===== src/rtl/rce_pkg.sv =====
package rce_pkg;
  localparam int CHAR_W    = 8;
  localparam int KEY_CHARS = 8;
  localparam int WORD_W    = CHAR_W * KEY_CHARS;
  localparam int RATE_N    = 6;
  localparam logic [7:0] ASC_CR = 8'h0D;
  localparam logic [7:0] ASC_LF = 8'h0A;

  typedef enum logic [2:0] {
    XM_STOP = 3'd0, XM_REC = 3'd1, XM_PLAY = 3'd2, XM_SYNR = 3'd3,
    XM_SYNP = 3'd4, XM_FF = 3'd5, XM_RW = 3'd6
  } xmode_e;

  typedef enum logic [4:0] {
    OP_BAD, OP_REC, OP_PLAY, OP_SYNR, OP_SYNP, OP_STOP, OP_FF, OP_RW,
    OP_LOAD, OP_UNLD, OP_RATE, OP_QXPT, OP_QRATE, OP_QTAPE, OP_QPOS,
    OP_QREM, OP_QDATA
  } op_e;

  function automatic logic is_motion(input op_e op);
    return (op == OP_REC) || (op == OP_PLAY) || (op == OP_SYNR) ||
           (op == OP_SYNP) || (op == OP_FF) || (op == OP_RW);
  endfunction

  function automatic xmode_e motion_mode(input op_e op);
    case (op)
      OP_REC:  return XM_REC;
      OP_PLAY: return XM_PLAY;
      OP_SYNR: return XM_SYNR;
      OP_SYNP: return XM_SYNP;
      OP_FF:   return XM_FF;
      OP_RW:   return XM_RW;
      default: return XM_STOP;
    endcase
  endfunction

  function automatic logic [31:0] rate_digits(input logic [2:0] idx);
    case (idx)
      3'd0:    return "0064";
      3'd1:    return "0128";
      3'd2:    return "0256";
      3'd3:    return "0512";
      3'd4:    return "1024";
      3'd5:    return "2048";
      default: return "0000";
    endcase
  endfunction
endpackage


===== src/rtl/rce_linebuf.sv =====
module rce_linebuf import rce_pkg::*; #(
  parameter int BUF_LEN = 8,
  localparam int CNT_W = $clog2(BUF_LEN + 1),
  localparam int IDX_W = $clog2(BUF_LEN)
) (
  input  logic              clk,
  input  logic              rst_n,
  input  logic [7:0]        in_data,
  input  logic              in_valid,
  output logic              in_ready,
  input  logic              done,
  output logic              exec,
  output logic              ovf,
  output logic [CNT_W-1:0]  len,
  output logic [WORD_W-1:0] word
);
  typedef enum logic [1:0] {LB_COL, LB_EXE, LB_WAIT} lb_e;
  lb_e              st;
  logic [7:0]       mem [BUF_LEN];
  logic [CNT_W-1:0] cnt;
  logic             ovf_q;
  logic             take, is_term;

  assign in_ready = (st == LB_COL);
  assign take     = in_valid && in_ready;
  assign is_term  = (in_data == ASC_CR) || (in_data == ASC_LF);

  always_ff @(posedge clk or negedge rst_n) begin
    if (!rst_n) begin
      st    <= LB_COL;
      cnt   <= '0;
      ovf_q <= 1'b0;
      for (int i = 0; i < BUF_LEN; i++) mem[i] <= '0;
    end else begin
      case (st)
        LB_COL: if (take) begin
          if (is_term) begin
            if (cnt != '0 || ovf_q) st <= LB_EXE;
          end else if (cnt == CNT_W'(BUF_LEN)) begin
            ovf_q <= 1'b1;
          end else begin
            mem[cnt[IDX_W-1:0]] <= in_data;
            cnt <= cnt + 1'b1;
          end
        end
        LB_EXE: st <= LB_WAIT;
        LB_WAIT: if (done) begin
          st    <= LB_COL;
          cnt   <= '0;
          ovf_q <= 1'b0;
        end
        default: st <= LB_COL;
      endcase
    end
  end

  assign exec = (st == LB_EXE);
  assign ovf  = ovf_q;
  assign len  = cnt;

  for (genvar g = 0; g < KEY_CHARS; g++) begin : g_word
    if (g < BUF_LEN) begin : g_live
      assign word[WORD_W-1-8*g -: 8] = (CNT_W'(g) < cnt) ? mem[g] : 8'h00;
    end else begin : g_pad
      assign word[WORD_W-1-8*g -: 8] = 8'h00;
    end
  end
endmodule


===== src/rtl/rce_decode.sv =====
module rce_decode import rce_pkg::*; #(
  parameter int LEN_W = 4
) (
  input  logic [WORD_W-1:0] word,
  input  logic [LEN_W-1:0]  len,
  input  logic              ovf,
  output op_e               op,
  output logic [2:0]        rate_idx
);
  function automatic logic same(input logic [WORD_W-1:0] w, input logic [LEN_W-1:0] l,
                                input logic [WORD_W-1:0] key, input int kl);
    return (w == key) && (int'(l) == kl);
  endfunction

  always_comb begin
    op       = OP_BAD;
    rate_idx = '0;
    if (ovf)                                         op = OP_BAD;
    else if (same(word, len, {"REC",   40'd0}, 3))   op = OP_REC;
    else if (same(word, len, {"PLAY",  32'd0}, 4))   op = OP_PLAY;
    else if (same(word, len, {"SYNR",  32'd0}, 4))   op = OP_SYNR;
    else if (same(word, len, {"SYNP",  32'd0}, 4))   op = OP_SYNP;
    else if (same(word, len, {"STOP",  32'd0}, 4))   op = OP_STOP;
    else if (same(word, len, {"FF",    48'd0}, 2))   op = OP_FF;
    else if (same(word, len, {"RW",    48'd0}, 2))   op = OP_RW;
    else if (same(word, len, {"LOAD",  32'd0}, 4))   op = OP_LOAD;
    else if (same(word, len, {"UNLD",  32'd0}, 4))   op = OP_UNLD;
    else if (same(word, len, {"?XPT",  32'd0}, 4))   op = OP_QXPT;
    else if (same(word, len, {"?BR",   40'd0}, 3))   op = OP_QRATE;
    else if (same(word, len, {"?TAPE", 24'd0}, 5))   op = OP_QTAPE;
    else if (same(word, len, {"?POS",  32'd0}, 4))   op = OP_QPOS;
    else if (same(word, len, {"?REM",  32'd0}, 4))   op = OP_QREM;
    else if (same(word, len, {"?DATA", 24'd0}, 5))   op = OP_QDATA;
    else if (word[WORD_W-1 -: 24] == "BR=" && int'(len) == 7) begin
      for (int k = 0; k < RATE_N; k++) begin
        if (word[WORD_W-25 -: 32] == rate_digits(3'(k))) begin
          op       = OP_RATE;
          rate_idx = 3'(k);
        end
      end
    end
  end
endmodule


===== src/rtl/rce_xport.sv =====
module rce_xport import rce_pkg::*; (
  input  logic       clk,
  input  logic       rst_n,
  input  logic       exec,
  input  op_e        op,
  input  logic [2:0] rate_new,
  input  logic       tape_ok,
  input  logic       at_bot,
  input  logic       at_eot,
  output xmode_e     mode,
  output logic [2:0] rate_sel,
  output logic       accept,
  output logic       load_p,
  output logic       unload_p
);
  always_comb begin
    case (op)
      OP_REC, OP_PLAY, OP_SYNR, OP_SYNP, OP_FF, OP_RW: accept = tape_ok;
      OP_LOAD: accept = (mode == XM_STOP);
      OP_BAD:  accept = 1'b0;
      default: accept = 1'b1;
    endcase
  end

  logic go;
  assign go = exec && accept;

  always_ff @(posedge clk or negedge rst_n) begin
    if (!rst_n) begin
      mode     <= XM_STOP;
      rate_sel <= '0;
      load_p   <= 1'b0;
      unload_p <= 1'b0;
    end else begin
      load_p   <= go && (op == OP_LOAD);
      unload_p <= go && (op == OP_UNLD);
      if (go && is_motion(op))                          mode <= motion_mode(op);
      else if (go && (op == OP_STOP || op == OP_UNLD))  mode <= XM_STOP;
      else if ((mode == XM_FF && at_eot) || (mode == XM_RW && at_bot)) mode <= XM_STOP;
      if (go && op == OP_RATE) rate_sel <= rate_new;
    end
  end

  p_ff_autostop_r7: assert property (@(posedge clk) disable iff (!rst_n)
    (mode == XM_FF && at_eot && !exec) |=> (mode == XM_STOP));
  p_rw_autostop_r7: assert property (@(posedge clk) disable iff (!rst_n)
    (mode == XM_RW && at_bot && !exec) |=> (mode == XM_STOP));
  p_no_move_unready_r3: assert property (@(posedge clk) disable iff (!rst_n)
    (exec && is_motion(op) && !tape_ok && mode != XM_FF && mode != XM_RW) |=> $stable(mode));
  p_load_stopped_r5: assert property (@(posedge clk) disable iff (!rst_n)
    load_p |-> ($past(mode) == XM_STOP));
  p_rate_range_r6: assert property (@(posedge clk) disable iff (!rst_n)
    rate_sel < 3'(RATE_N));
endmodule


===== src/rtl/rce_reply.sv =====
module rce_reply import rce_pkg::*; (
  input  logic       clk,
  input  logic       rst_n,
  input  logic       exec,
  input  op_e        op,
  input  logic       accept,
  input  xmode_e     mode,
  input  logic [2:0] rate_sel,
  input  logic       tape_mounted,
  input  logic       tape_ready,
  input  logic       at_bot,
  input  logic       at_eot,
  input  logic [6:0] remain_pct,
  input  logic       data_avail,
  output logic [7:0] rsp_data,
  output logic       rsp_valid,
  input  logic       rsp_ready,
  output logic       done
);
  localparam int LEN_W = $clog2(KEY_CHARS + 1);
  localparam int IDX_W = $clog2(KEY_CHARS);

  logic [WORD_W-1:0] txt, rbuf;
  logic [LEN_W-1:0]  tlen, rlen;
  logic [IDX_W-1:0]  ridx;
  logic              busy, last;
  logic [6:0]        pct;

  assign pct = (remain_pct > 7'd99) ? 7'd99 : remain_pct;

  always_comb begin
    txt  = {"ER", ASC_LF, 40'd0};
    tlen = LEN_W'(3);
    if (accept) begin
      case (op)
        OP_QXPT: begin
          case (mode)
            XM_REC:  begin txt = {"REC",  ASC_LF, 32'd0}; tlen = LEN_W'(4); end
            XM_PLAY: begin txt = {"PLAY", ASC_LF, 24'd0}; tlen = LEN_W'(5); end
            XM_SYNR: begin txt = {"SYNR", ASC_LF, 24'd0}; tlen = LEN_W'(5); end
            XM_SYNP: begin txt = {"SYNP", ASC_LF, 24'd0}; tlen = LEN_W'(5); end
            XM_FF:   begin txt = {"FF",   ASC_LF, 40'd0}; tlen = LEN_W'(3); end
            XM_RW:   begin txt = {"RW",   ASC_LF, 40'd0}; tlen = LEN_W'(3); end
            default: begin txt = {"STOP", ASC_LF, 24'd0}; tlen = LEN_W'(5); end
          endcase
        end
        OP_QRATE: begin
          txt = {"BR=", rate_digits(rate_sel), ASC_LF}; tlen = LEN_W'(8);
        end
        OP_QTAPE: begin
          if (!tape_mounted)   begin txt = {"NOTAPE", ASC_LF, 8'd0};  tlen = LEN_W'(7); end
          else if (tape_ready) begin txt = {"RDY",    ASC_LF, 32'd0}; tlen = LEN_W'(4); end
          else                 begin txt = {"NRDY",   ASC_LF, 24'd0}; tlen = LEN_W'(5); end
        end
        OP_QPOS: begin
          if (at_bot)      begin txt = {"BOT", ASC_LF, 32'd0}; tlen = LEN_W'(4); end
          else if (at_eot) begin txt = {"EOT", ASC_LF, 32'd0}; tlen = LEN_W'(4); end
          else             begin txt = {"MID", ASC_LF, 32'd0}; tlen = LEN_W'(4); end
        end
        OP_QREM: begin
          txt  = {"BEST=", 8'h30 + 8'(pct / 7'd10), 8'h30 + 8'(pct % 7'd10), ASC_LF};
          tlen = LEN_W'(8);
        end
        OP_QDATA: begin
          if (data_avail) begin txt = {"DATA",   ASC_LF, 24'd0}; tlen = LEN_W'(5); end
          else            begin txt = {"NODATA", ASC_LF, 8'd0};  tlen = LEN_W'(7); end
        end
        default: begin txt = {"OK", ASC_LF, 40'd0}; tlen = LEN_W'(3); end
      endcase
    end
  end

  assign rsp_valid = busy;
  assign rsp_data  = rbuf[8*(KEY_CHARS-1-int'(ridx)) +: 8];
  assign last      = ({1'b0, ridx} == rlen - 1'b1);
  assign done      = busy && rsp_ready && last;

  always_ff @(posedge clk or negedge rst_n) begin
    if (!rst_n) begin
      rbuf <= '0;
      rlen <= '0;
      ridx <= '0;
      busy <= 1'b0;
    end else if (exec) begin
      rbuf <= txt;
      rlen <= tlen;
      ridx <= '0;
      busy <= 1'b1;
    end else if (busy && rsp_ready) begin
      if (last) busy <= 1'b0;
      else      ridx <= ridx + 1'b1;
    end
  end

  p_rsp_hold_r2: assert property (@(posedge clk) disable iff (!rst_n)
    (busy && !rsp_ready) |=> (busy && $stable(rsp_data)));
  p_rsp_tail_r2: assert property (@(posedge clk) disable iff (!rst_n)
    (busy && last) |-> (rsp_data == ASC_LF));
endmodule


===== src/rtl/recorder_cmd_engine.sv =====
module recorder_cmd_engine import rce_pkg::*; #(
  parameter int BUF_LEN = 8
) (
  input  logic       clk,
  input  logic       rst_n,
  input  logic [7:0] in_data,
  input  logic       in_valid,
  output logic       in_ready,
  output logic [7:0] rsp_data,
  output logic       rsp_valid,
  input  logic       rsp_ready,
  input  logic       tape_mounted,
  input  logic       tape_ready,
  input  logic       at_bot,
  input  logic       at_eot,
  input  logic [6:0] remain_pct,
  input  logic       data_avail,
  output logic [2:0] xport_mode,
  output logic [2:0] rate_sel,
  output logic       load_pulse,
  output logic       unload_pulse
);
  localparam int CNT_W = $clog2(BUF_LEN + 1);

  logic              exec, ovf, done, accept;
  logic [CNT_W-1:0]  len;
  logic [WORD_W-1:0] word;
  op_e               op;
  logic [2:0]        rate_new;
  xmode_e            mode;

  rce_linebuf #(.BUF_LEN(BUF_LEN)) u_linebuf (
    .clk(clk), .rst_n(rst_n), .in_data(in_data), .in_valid(in_valid),
    .in_ready(in_ready), .done(done), .exec(exec), .ovf(ovf), .len(len), .word(word)
  );

  rce_decode #(.LEN_W(CNT_W)) u_decode (
    .word(word), .len(len), .ovf(ovf), .op(op), .rate_idx(rate_new)
  );

  rce_xport u_xport (
    .clk(clk), .rst_n(rst_n), .exec(exec), .op(op), .rate_new(rate_new),
    .tape_ok(tape_mounted && tape_ready), .at_bot(at_bot), .at_eot(at_eot),
    .mode(mode), .rate_sel(rate_sel), .accept(accept),
    .load_p(load_pulse), .unload_p(unload_pulse)
  );

  rce_reply u_reply (
    .clk(clk), .rst_n(rst_n), .exec(exec), .op(op), .accept(accept), .mode(mode),
    .rate_sel(rate_sel), .tape_mounted(tape_mounted), .tape_ready(tape_ready),
    .at_bot(at_bot), .at_eot(at_eot), .remain_pct(remain_pct), .data_avail(data_avail),
    .rsp_data(rsp_data), .rsp_valid(rsp_valid), .rsp_ready(rsp_ready), .done(done)
  );

  assign xport_mode = mode;

  p_in_blocked_r1: assert property (@(posedge clk) disable iff (!rst_n)
    rsp_valid |-> !in_ready);
endmodule


===== config.mk =====
export PLATFORM = sky130hd
export DESIGN_NAME = recorder_cmd_engine
export DESIGN_NICKNAME = d
export VERILOG_FILES = /design/src/rtl/rce_pkg.sv /design/src/rtl/rce_linebuf.sv /design/src/rtl/rce_decode.sv /design/src/rtl/rce_xport.sv /design/src/rtl/rce_reply.sv /design/src/rtl/recorder_cmd_engine.sv
export SDC_FILE = /design/constraint.sdc
export NUM_CORES = 1
export LEC_CHECK = 0
export BUFFER_PORTS_ARGS = -buffer_cell sky130_fd_sc_hd__clkbuf_2
export CAP_MARGIN = 20
export CORE_MARGIN = 2
export CORE_UTILIZATION = 40
export DETAILED_ROUTE_END_ITERATION = 6
export HOLD_SLACK_MARGIN = 0.02
export PLACE_DENSITY_LB_ADDON = 0.1
export SLEW_MARGIN = 40
export SYNTH_ARGS = -nofsm -noshare
export SYNTH_HDL_FRONTEND = slang
export SYNTH_SLANG_ARGS = --single-unit

===== constraint.sdc =====
create_clock -name clk -period 12.1 [get_ports clk]
set_clock_uncertainty 0.05 [all_clocks]
set_input_delay 2.42 -clock clk [delete_from_list [all_inputs] [get_ports clk]]
set_output_delay 2.42 -clock clk [all_outputs]
set_load 0.005 [all_outputs]

After elaboration in Yosys (flattened, before gate mapping). Cells that the tools add are included.

Bits in registers: 151. Output and inout bits: 18. Word-level logic and storage cells: 366.

Add/subtract/negate cells: 6. Div/mod/pow operators: 2. Order comparisons: 11. Equal/unequal tests: 68. Shift operators: 1. Muxes and demuxes: 200. Bitwise gates (word level): 3. Reductions and logical operators: 56.

Operators with widths (number): two-way mux 32 bit (102); equality test 64 x 63 -> 1 bit (second input constant) (9); equality test 64 x 62 -> 1 bit (second input constant) (6); case mux 64 bit (6 select lines) (1); case mux 61 bit (6 select lines) (1); equality test 32 bit (6); two-way mux 64 bit (3); case mux 26 bit (6 select lines) (1); two-way mux 60 bit (2); two-way mux 5 bit (17); two-way mux 3 bit (25); two-way mux 8 bit (9); bitwise mux 64 bit (1); variable part select 64 x 32 -> 8 bit (1); two-way mux 61 bit (1); two-way mux 4 bit (12); equality test 5 x 4 -> 1 bit (second input constant) (8); logical AND 1 bit (29); demux 8 bit (select 3 bit) (1); equality test 24 x 23 -> 1 bit (second input constant) (1); equality test 5 x 3 -> 1 bit (second input constant) (4); case mux 4 bit (5 select lines) (1); case mux 3 bit (6 select lines) (1); adder 6 x 8 -> 8 bit (first input constant) (2); other kinds (47) (103).

Longest topological paths before layout. Gate-level depths: netlist of run 1.

Word-level depth: 53. Depth in mapped cells: 24.

Modules after synthesis. Synthesis of run 1 repeated with hierarchy kept, for this count alone.

Cell total of the unflattened synthesis: 936. Area, all modules: 9017.4 um^2.

By module, submodules not included: rce_reply (times used 1, cells an instance 434, area an instance 3843.7 um^2, seq. area each 1276.2 um^2); rce_linebuf (times used 1, cells an instance 265, area an instance 3329.4 um^2, seq. area each 1776.7 um^2); rce_decode (times used 1, cells an instance 180, area an instance 1253.7 um^2, seq. area each 0.0 um^2); rce_xport (times used 1, cells an instance 56, area an instance 584.3 um^2, seq. area each 200.2 um^2); recorder_cmd_engine (times used 1, cells an instance 1, area an instance 6.3 um^2, seq. area each 0.0 um^2).

Worst setup path before layout of run 1. No wires, ideal clock.

Kind: input to register. From: in remain_pct[4]. To: reg u_reply.rbuf[13]. Library setup time: 0.121 ns. Arrival time: 6.009 ns. Required time: 11.929 ns. Setup slack: 5.920 ns. Stages: 22. Buffers on the path: 2. Cells stage by stage: clkbuf_1 -> and2_1 -> ha_1 -> clkbuf_1 -> nand3b_1 -> o211a_1 -> ha_1 -> inv_1 -> a221oi_1 -> a31oi_1 -> and2_1 -> nand2_1 -> xnor2_1 -> ha_1 -> o21ai_0 -> o21ai_0 -> nand2_1 -> o31ai_1 -> a21oi_1 -> ha_1 -> o21ai_0 -> a22o_1.

Longest elaborated chain between the ends: 6.

Ends and longest elaborated chain: start: declaration (RTL line recorder_cmd_engine.sv:16) `input logic [6:0] remain_pct,`; > comparator 7 bit (RTL line rce_reply.sv:29) `assign pct = (remain_pct > 7'd99) ? 7'd99 : remain_pct;`; two-way mux 7 bit * (RTL line rce_reply.sv:29); remainder unit 7 x 4 -> 8 bit * (RTL line rce_reply.sv:61) `txt = {"BEST=", 8'h30 + 8'(pct / 7'd10), 8'h30 + 8'(pct % 7'd10), ASC_LF};`; adder 6 x 8 -> 8 bit * (RTL line rce_reply.sv:61); case mux 64 bit (6 select lines) * (RTL line rce_reply.sv:35) `case (op)`; two-way mux 64 bit * (RTL line rce_reply.sv:34) `if (accept) begin`; end signal: assignment (RTL line rce_reply.sv:85) `rbuf <= txt;`; end: declaration (RTL line rce_reply.sv:23) `logic [WORD_W-1:0] txt, rbuf;`.

Every way passes the cells marked *; elsewhere a longest branch is shown, timed or not. A chain may end at the register's enable or synchronous reset.

Final worst setup path of run 1.
From: in remain_pct[6]. To: reg u_reply.rbuf[13].

Same word-level chain as after synthesis.

==> flow_metrics.tcl, run 1 <==
set metrics [dict create \
    yosys.area.top_type "dfrtp_1" \
    initial_core_util_pct 40.8 \
    port_buffers 41 \
    peakVddDrop_mv 0.0666 \
    place_ws_ps 5200 \
    syn_inst 1119 \
    cts_setup_buffers 0 \
    hold_class "flip-flop to flip-flop" \
    yosysWarnings 0 \
    ys.flop_type "dfrtp_1" \
    globalRouteOverflowTotal 0 \
    drt_pass1_iterations 5 \
    grt_pass1_vias 9088 \
    yosysSeqAreaShare_pct 32.7 \
    rows 57 \
    post_synth_and_or_nand_nor_area_fraction_pct 30.3 \
    yosys-top-cells-count "dfrtp_1 (130), nand2_1 (114), nor2_1 (99)" \
    fin_ws_ps 5610 \
    finalPower_mw 1.27 \
    synth.distinct_cells 104 \
    max_freq_mhz 154 \
    placed_cells 1434 \
    multi_input_comb_area_um2 6320 \
    hold_ws_ps 429 \
    period_needed_ps 6490 \
    place_area_um2 10300 \
    final_area_um2 11000 \
    synth_adder_area_share_pct 1.59 \
    cts_buffer_depth 2 \
    clockRootBuffer "clkbuf_16" \
    crit_required_ps 12360 \
    area_growth_pct 10.9 \
    clkSinkCount 130 \
    dp_hpwl_um 24500 \
    numCtsBuffers 17 \
    worst-path-max-fanout 20 \
    hold_buffers 0 \
    drtIter0Drc 620 \
    fin_tns_setup_ps 0 \
    finalSetupViolCount 0 \
    finalNetCount 1164 \
    tightest_slew_ps 865 \
    synth_xor_area_share_pct 1.32 \
    wirelength_um 32600 \
    wl_per_cell_um 22.3 \
    synth_edf_count 0 \
    endpoint_kind "flip-flop" \
    maxCapViolCount 0 \
    via_count 9175 \
    core_um2 24300 \
    top_layer_used "met4" \
    n_antenna_cell 0 \
    synth_mux_area_share_pct 10.4 \
    synth.area.top_cells "dfrtp_1 (33%), mux2_2 (7.9%), nand2_1 (4.3%), nor2_1 (3.7%), nor4_1 (2.9%)" \
    n_fill_cell 2411 \
    synth.avg_cell_area_um2 8.88 \
    crit_type "input pin to flip-flop" \
    cts_tree "built" \
    clk_pin_slew_ps 70 \
    wl_met3_um 1490 \
    timing.final.crit_share_pct 53.6 \
    stdcell_count 1466 \
    clock_latency_ps 440 \
    rsz0062_at_grt "false" \
    synth_top_family_by_area "simple AND/OR/NAND/NOR gates" \
    final_util_pct 45.3 \
    drtAntennaViolNets 0 \
    hold_violations 0 \
    gp_congestion 1.00 \
    grt_first_pass_wirelength_um 52500 \
    synth_compound_area_share_pct 19.9 \
    ioPinCount 42 \
    relSlewSlack_pct 41.8 \
    antenna_found_initial 0 \
    dr_wl_met2_um 15900 \
    register_area_um2 3260 \
    vias_per_cell 6.26 \
    yosys_register_bits 130 \
    die_h_um 162 \
    grt_use_total_pct 25.8 \
    synth_area_um2 9930 \
    yosysMostFrequentCell "dfrtp_1" \
    leakagePower_nw 4.58 \
    worstPathArrival_ps 6750 \
    start_kind "input pin" \
    drc 0 \
    powerDensity_nw_per_um2 115 \
    run_status "finished, final reports clean" \
    htreeDepth 4 \
    grt_start_max_net_pins 70 \
    dieWidth_um 162 \
    wl_met1_um 14200 \
    ys_async_sr_fraction_pct 100 \
    synth_nets 1154 \
    finalMaxSlewViolations 0 \
    final_layout_size_suffix_gt1_share_pct 19.8 \
    ctsResizeCount 0 \
    yosysTopAreaCellShare_pct 32.7 \
    die-area_um2 26100 \
]
-- report_power, final --
group	internal [mW]	total [mW]	switching, mW
registers	0.442	0.485	0.0434
clock network	0.391	0.610	0.219
logic	0.0850	0.175	0.0903
total	0.917	1.27	0.352
-- critical path, cell delays in order --
cell      delay, ps
clkbuf_2        250
nand2_1         200
and2_1          140
ha_1            330
nand3b_1        110
o211a_1         270
ha_1            340
a311oi_1        310
o21ai_0         300
o21ai_0         300
nand2_1         160
xnor2_1         280
ha_1            210
o21ai_0          70
o21ai_0          80
nand2_1          90
o31ai_1         210
a21oi_1          90
ha_1            290
o21ai_0          80
a22o_1          220
-- metal layers --
| layer | vias to the layer above | track usage (%) |
|---|---|---|
| met5 | - | 0 |
| met4 | 0 | 9.46 |
| met3 | 62 | 3.49 |
| met2 | 301 | 43.9 |
| met1 | 4509 | 33.5 |
| li1 | 4303 | - |
-- flip-flops by register name, summed over array words and instances, names as in the netlist --
register,count
u_linebuf.len,4
u_linebuf.mem,64
u_linebuf.ovf,1
u_linebuf.st,2
u_reply.rbuf,43
u_reply.ridx,3
u_reply.rlen,4
u_reply.rsp_valid,1
u_xport.load_p,1
u_xport.mode,3
u_xport.rate_sel,3
u_xport.unload_p,1
-- cell usage in the layout (no fill, tap or decap), types with 11 or more instances in the layout --
master     instances
clkbuf_16         17
nor3_1            39
nor4_1            46
inv_1             20
nor2_1            99
nand3b_1          13
nand4_1           26
o21ai_1           18
dfrtp_1          128
a21oi_1           29
mux2_2            70
a21o_1            11
and2_1            12
or3_1             12
nand3_1           35
nand2_1          114
a211oi_1          12
ha_1              11
nand2b_1          23
o21a_1            11
o21ai_0           40
clkbuf_2          40
a31oi_1           15
-- cell type report --
type                       count  area share, %
sequential                   130           29.6
clock inverter                14           2.27
inverter                      20          0.681
tap                          324           3.68
clock buffer                  18           3.90
multi-input combinational    910           57.4
timing repair buffer          50           2.57
-- kinds of logic (layout without fill, tap and decap cells) --
logic type,count (synthesis),in the layout
flip-flops,130,130
buffers and inverters,79,102
adder cells (fa/ha/maj),13,13
AND/OR/NAND/NOR,535,535
AO/OA/AOI/OAI,261,261
multiplexers,86,86
XOR/XNOR,15,15
-- worst paths after layout --
kind | depth (start not counted) | slack, ps | end | startpoint
worst max register to register | 14 | 7010 | u_reply.rbuf[43]$_DFFE_PN0P_ | u_linebuf.len[1]$_DFFE_PN0P_
worst min register to register | 2 | 430 | u_reply.rbuf[38]$_DFFE_PN0P_ | u_reply.rbuf[38]$_DFFE_PN0P_
worst min-delay path | 2 | 430 | u_reply.rbuf[38]$_DFFE_PN0P_ | u_reply.rbuf[38]$_DFFE_PN0P_
max in group asynchronous | 2 | 9070 | u_linebuf.mem[59]$_DFFE_PN0P_ | rst_n
min in group asynchronous | 1 | 1920 | u_reply.rbuf[19]$_DFFE_PN0P_ | rst_n
worst max-delay path | 21 | 5610 | u_reply.rbuf[13]$_DFFE_PN0P_ | remain_pct[6]
Power figures use the tool's default switching activity.
==> run 2: changes to the inputs <==
--- a/config.mk
+++ b/config.mk
@@ -5,6 +5,7 @@
 export SDC_FILE = /design/constraint.sdc
 export NUM_CORES = 1
 export LEC_CHECK = 0
+export ABC_AREA = 1
 export BUFFER_PORTS_ARGS = -buffer_cell sky130_fd_sc_hd__clkbuf_2
 export CAP_MARGIN = 20
 export CORE_MARGIN = 2
==> constraint.sdc (replaced) <==
create_clock -name clk -period 6.15 [get_ports clk]
set_clock_uncertainty 0.05 [all_clocks]
set_input_delay 1.23 -clock clk [delete_from_list [all_inputs] [get_ports clk]]
set_output_delay 1.23 -clock clk [all_outputs]
set_load 0.005 [all_outputs]
==> run 2 against run 1 <==
Compared with the run above: critical path depth is 11 higher; clock power increased by 70%; count of clock-buffer cells in the layout decreased by 1; sequential cell count is the same; utilization is 0.15 points lower; combinational power rose by 110%; critical path type unchanged; critical endpoint unchanged; highest routed layer unchanged.
==> flow_metrics.tcl, run 2 <==
set metrics [dict create \
    run_status "finished, final reports clean" \
    die-area_um2 27000 \
    pwr-share-comb_pct 16.1 \
    globalRouteOverflowTotal 0 \
    clkSinkCount 130 \
    synth.area.top_cells "dfrtp_1 (32%), nand2_1 (14%), inv_1 (7.1%), nor2_1 (6.8%), nand3_1 (6.4%)" \
    initial_core_util_pct 40.8 \
    htreeDepth 4 \
    crit_required_ps 6400 \
    place_ws_ps 690 \
    place_area_um2 10800 \
    multi_input_comb_area_um2 6060 \
    wl_per_cell_um 18.2 \
    cts_tree "built" \
    rsz0062_at_grt "false" \
    peakVddDrop_mv 0.209 \
    finalSetupViolCount 0 \
    yosysSeqAreaShare_pct 31.6 \
    stdcell_count 1953 \
    grt_start_max_net_pins 56 \
    pwr-share-seq_pct 39.0 \
    max_freq_mhz 195 \
    worstPathArrival_ps 5380 \
    gp_congestion 0.955 \
    leakagePower_nw 5.40 \
    clockRootBuffer "clkbuf_16" \
    yosysWarnings 0 \
    switching_power_mw 0.742 \
    reg.largest.list "u_linebuf.mem (64), u_reply.rbuf (43)" \
    final_area_um2 11400 \
    synth_edf_count 0 \
    yosys-top-cells-count "nand2_1 (389), inv_1 (196), nor2_1 (186)" \
    clockPowerShare_pct 45.0 \
    cpPeakStageDelay_ps 310 \
    cts_setup_buffers 0 \
    worstReg2RegStart "u_linebuf.len[1]$_DFFE_PN0P_" \
    timing.critical_path.from "remain_pct[5]" \
    clock_latency_ps 430 \
    largest_register "u_linebuf.mem" \
    area_growth_pct 10.8 \
    clk_pin_slew_ps 60 \
    dieWidth_um 164 \
    synth.distinct_cells 58 \
    tightest_slew_ps 808 \
    synth.avg_cell_area_um2 6.55 \
    yosys.area.top_type "dfrtp_1" \
    rrSetupSlack_ps 1330 \
    via_count 10500 \
    dp_hpwl_um 28100 \
    period_needed_ps 5130 \
    endpoint_kind "flip-flop" \
    finalMaxSlewViolations 0 \
    synth_nets 1607 \
    cp_common_cell "nand2_1" \
    mostFrequentLayoutCell "nand2_1" \
    yosysTopAreaCellShare_pct 31.6 \
    start_kind "input pin" \
    grt_first_pass_wirelength_um 56200 \
    finalNetCount 1645 \
    vias_per_cell 5.40 \
    ioPinCount 42 \
    n_antenna_cell 0 \
    hold_buffers 0 \
    port_buffers 41 \
    fin_ws_ps 1020 \
    powerDensity_nw_per_um2 202 \
    critPathBufInv 5 \
    yosys_register_bits 130 \
    antenna_found_initial 0 \
    numCtsBuffers 17 \
    yosysMostFrequentCell "nand2_1" \
    register_area_um2 3250 \
    largest_register_ffs 64 \
    final_layout_size_suffix_gt1_share_pct 13.6 \
    hp-start "u_reply.rbuf[44]$_DFFE_PN0P_" \
    ctsResizeCount 0 \
    layout_common_cells "nand2_1 (389), inv_1 (196), nor2_1 (180)" \
    worst-path-max-fanout 8 \
    ys.flop_type "dfrtp_1" \
    synth_area_um2 10300 \
    die_h_um 164 \
    drtIter0Drc 756 \
    timing.final.crit_share_pct 83.5 \
    ys_async_sr_fraction_pct 100 \
    drc 0 \
    hold_class "flip-flop to flip-flop" \
    cp_slowest_cell "ha_1" \
    rows 58 \
    core_um2 25300 \
    n_fill_cell 2745 \
    swShare_pct 32.2 \
    maxCapViolCount 0 \
    syn_inst 1572 \
    placed_cells 1921 \
    grt_use_total_pct 26.9 \
    grt_pass1_vias 10100 \
    cts_buffer_depth 2 \
    wirelength_um 35500 \
    p_int_mw 1.56 \
    fin_tns_setup_ps 0 \
    relSlewSlack_pct 46.1 \
    hold_violations 0 \
    crit_type "input pin to flip-flop" \
    drt_pass1_iterations 5 \
    drtAntennaViolNets 0 \
    critical-path-top-delay-family "simple AND/OR/NAND/NOR gates" \
]
-- run 2: cell types whose count changed in the layout (fill, tap and decap cells not counted), sizes merged, moves of 14 or more --
cell,delta
a211oi,-14
inv,+202
mux2,-70
nand2,+309
nand2b,-24
nand3,+107
nand4,+40
nor2,+119
nor3,+24
nor4,-31
o21ai,+89
or3,-17
-- run 2: final timing paths --
| kind | end | cells past startpoint |
|---|---|---|
| worst min-delay path | u_reply.rbuf[44]$_DFFE_PN0P_ | 2 |
| min in group asynchronous | u_xport.rate_sel[1]$_DFFE_PN0P_ | 1 |
| worst max register to register | u_reply.rlen[1]$_DFFE_PN0P_ | 23 |
| worst min register to register | u_reply.rbuf[44]$_DFFE_PN0P_ | 2 |
| worst max-delay path | u_reply.rbuf[13]$_DFFE_PN0P_ | 32 |
| max in group asynchronous | u_linebuf.mem[13]$_DFFE_PN0P_ | 2 |
-- run 2: logic make-up (layout without fill, tap and decap cells) --
family	after synthesis	count (layout)	synth area share, %
xor+xnor	6	6	0.511
flops	130	130	31.6
simple gates	961	961	45.1
compound gates	212	212	11.8
buf+inv	252	303	9.65
fa+ha+maj	11	11	1.34
-- run 2: through the flow --
stage / utilization (%) / hold WS (ps) / power [mW]
finish: 45.1 / 427 / 2.31
global route: 45.1 / 442 / 2.41
CTS: 45.1 / 427 / 2.32
detailed placement: 42.9 / 407 / 1.28
global placement: 42.8 / 408 / 1.28
floorplan: - / 368 / 1.15
-- run 2: cell type report --
| cell class | instances | share of cell area, % |
|---|---|---|
| well taps | 330 | 3.62 |
| flip-flops and latches | 130 | 28.5 |
| inverters | 226 | 7.52 |
| repair buffers | 45 | 2.12 |
| clock buffers | 17 | 3.73 |
| multi-input cells | 1190 | 53.2 |
| clock inverters | 15 | 1.29 |
-- run 2: per-layer routing --
layer,track usage (%),vias to the layer above,routed length [um]
met5,0,-,0
met4,9.80,0,1080
met3,2.74,64,1150
met2,47.3,288,17500
met1,34.3,4933,15800
li1,-,5254,-
-- run 2: power by group through the flow --
| stage | clock network, mW | logic, mW | registers (mW) |
|---|---|---|---|
| floorplan | 0 | 0.266 | 0.883 |
| global placement | 0 | 0.366 | 0.914 |
| detailed placement | 0 | 0.371 | 0.914 |
| CTS | 1.05 | 0.375 | 0.897 |
| global route | 1.09 | 0.427 | 0.900 |
| finish | 1.04 | 0.371 | 0.898 |
-- run 2: worst register-to-register path, cell delays in order, from the launching register on --
cell and delay, ps:
dfrtp_1 460, inv_1 220, ha_1 370, inv_2 90, nor2_4 450, nor2_8 110, o21ai_2 110, nand3_2 120
nor2_2 170, nand2_4 120, inv_4 220, nand2_2 90, nor2_1 370, nor2_2 180, nand3_4 150, inv_1 60
nor2_2 240, nand4_1 200, nand3_4 160, nand2_4 110, nor2_4 310, nand2_1 220, nand2_1 100, inv_1 40
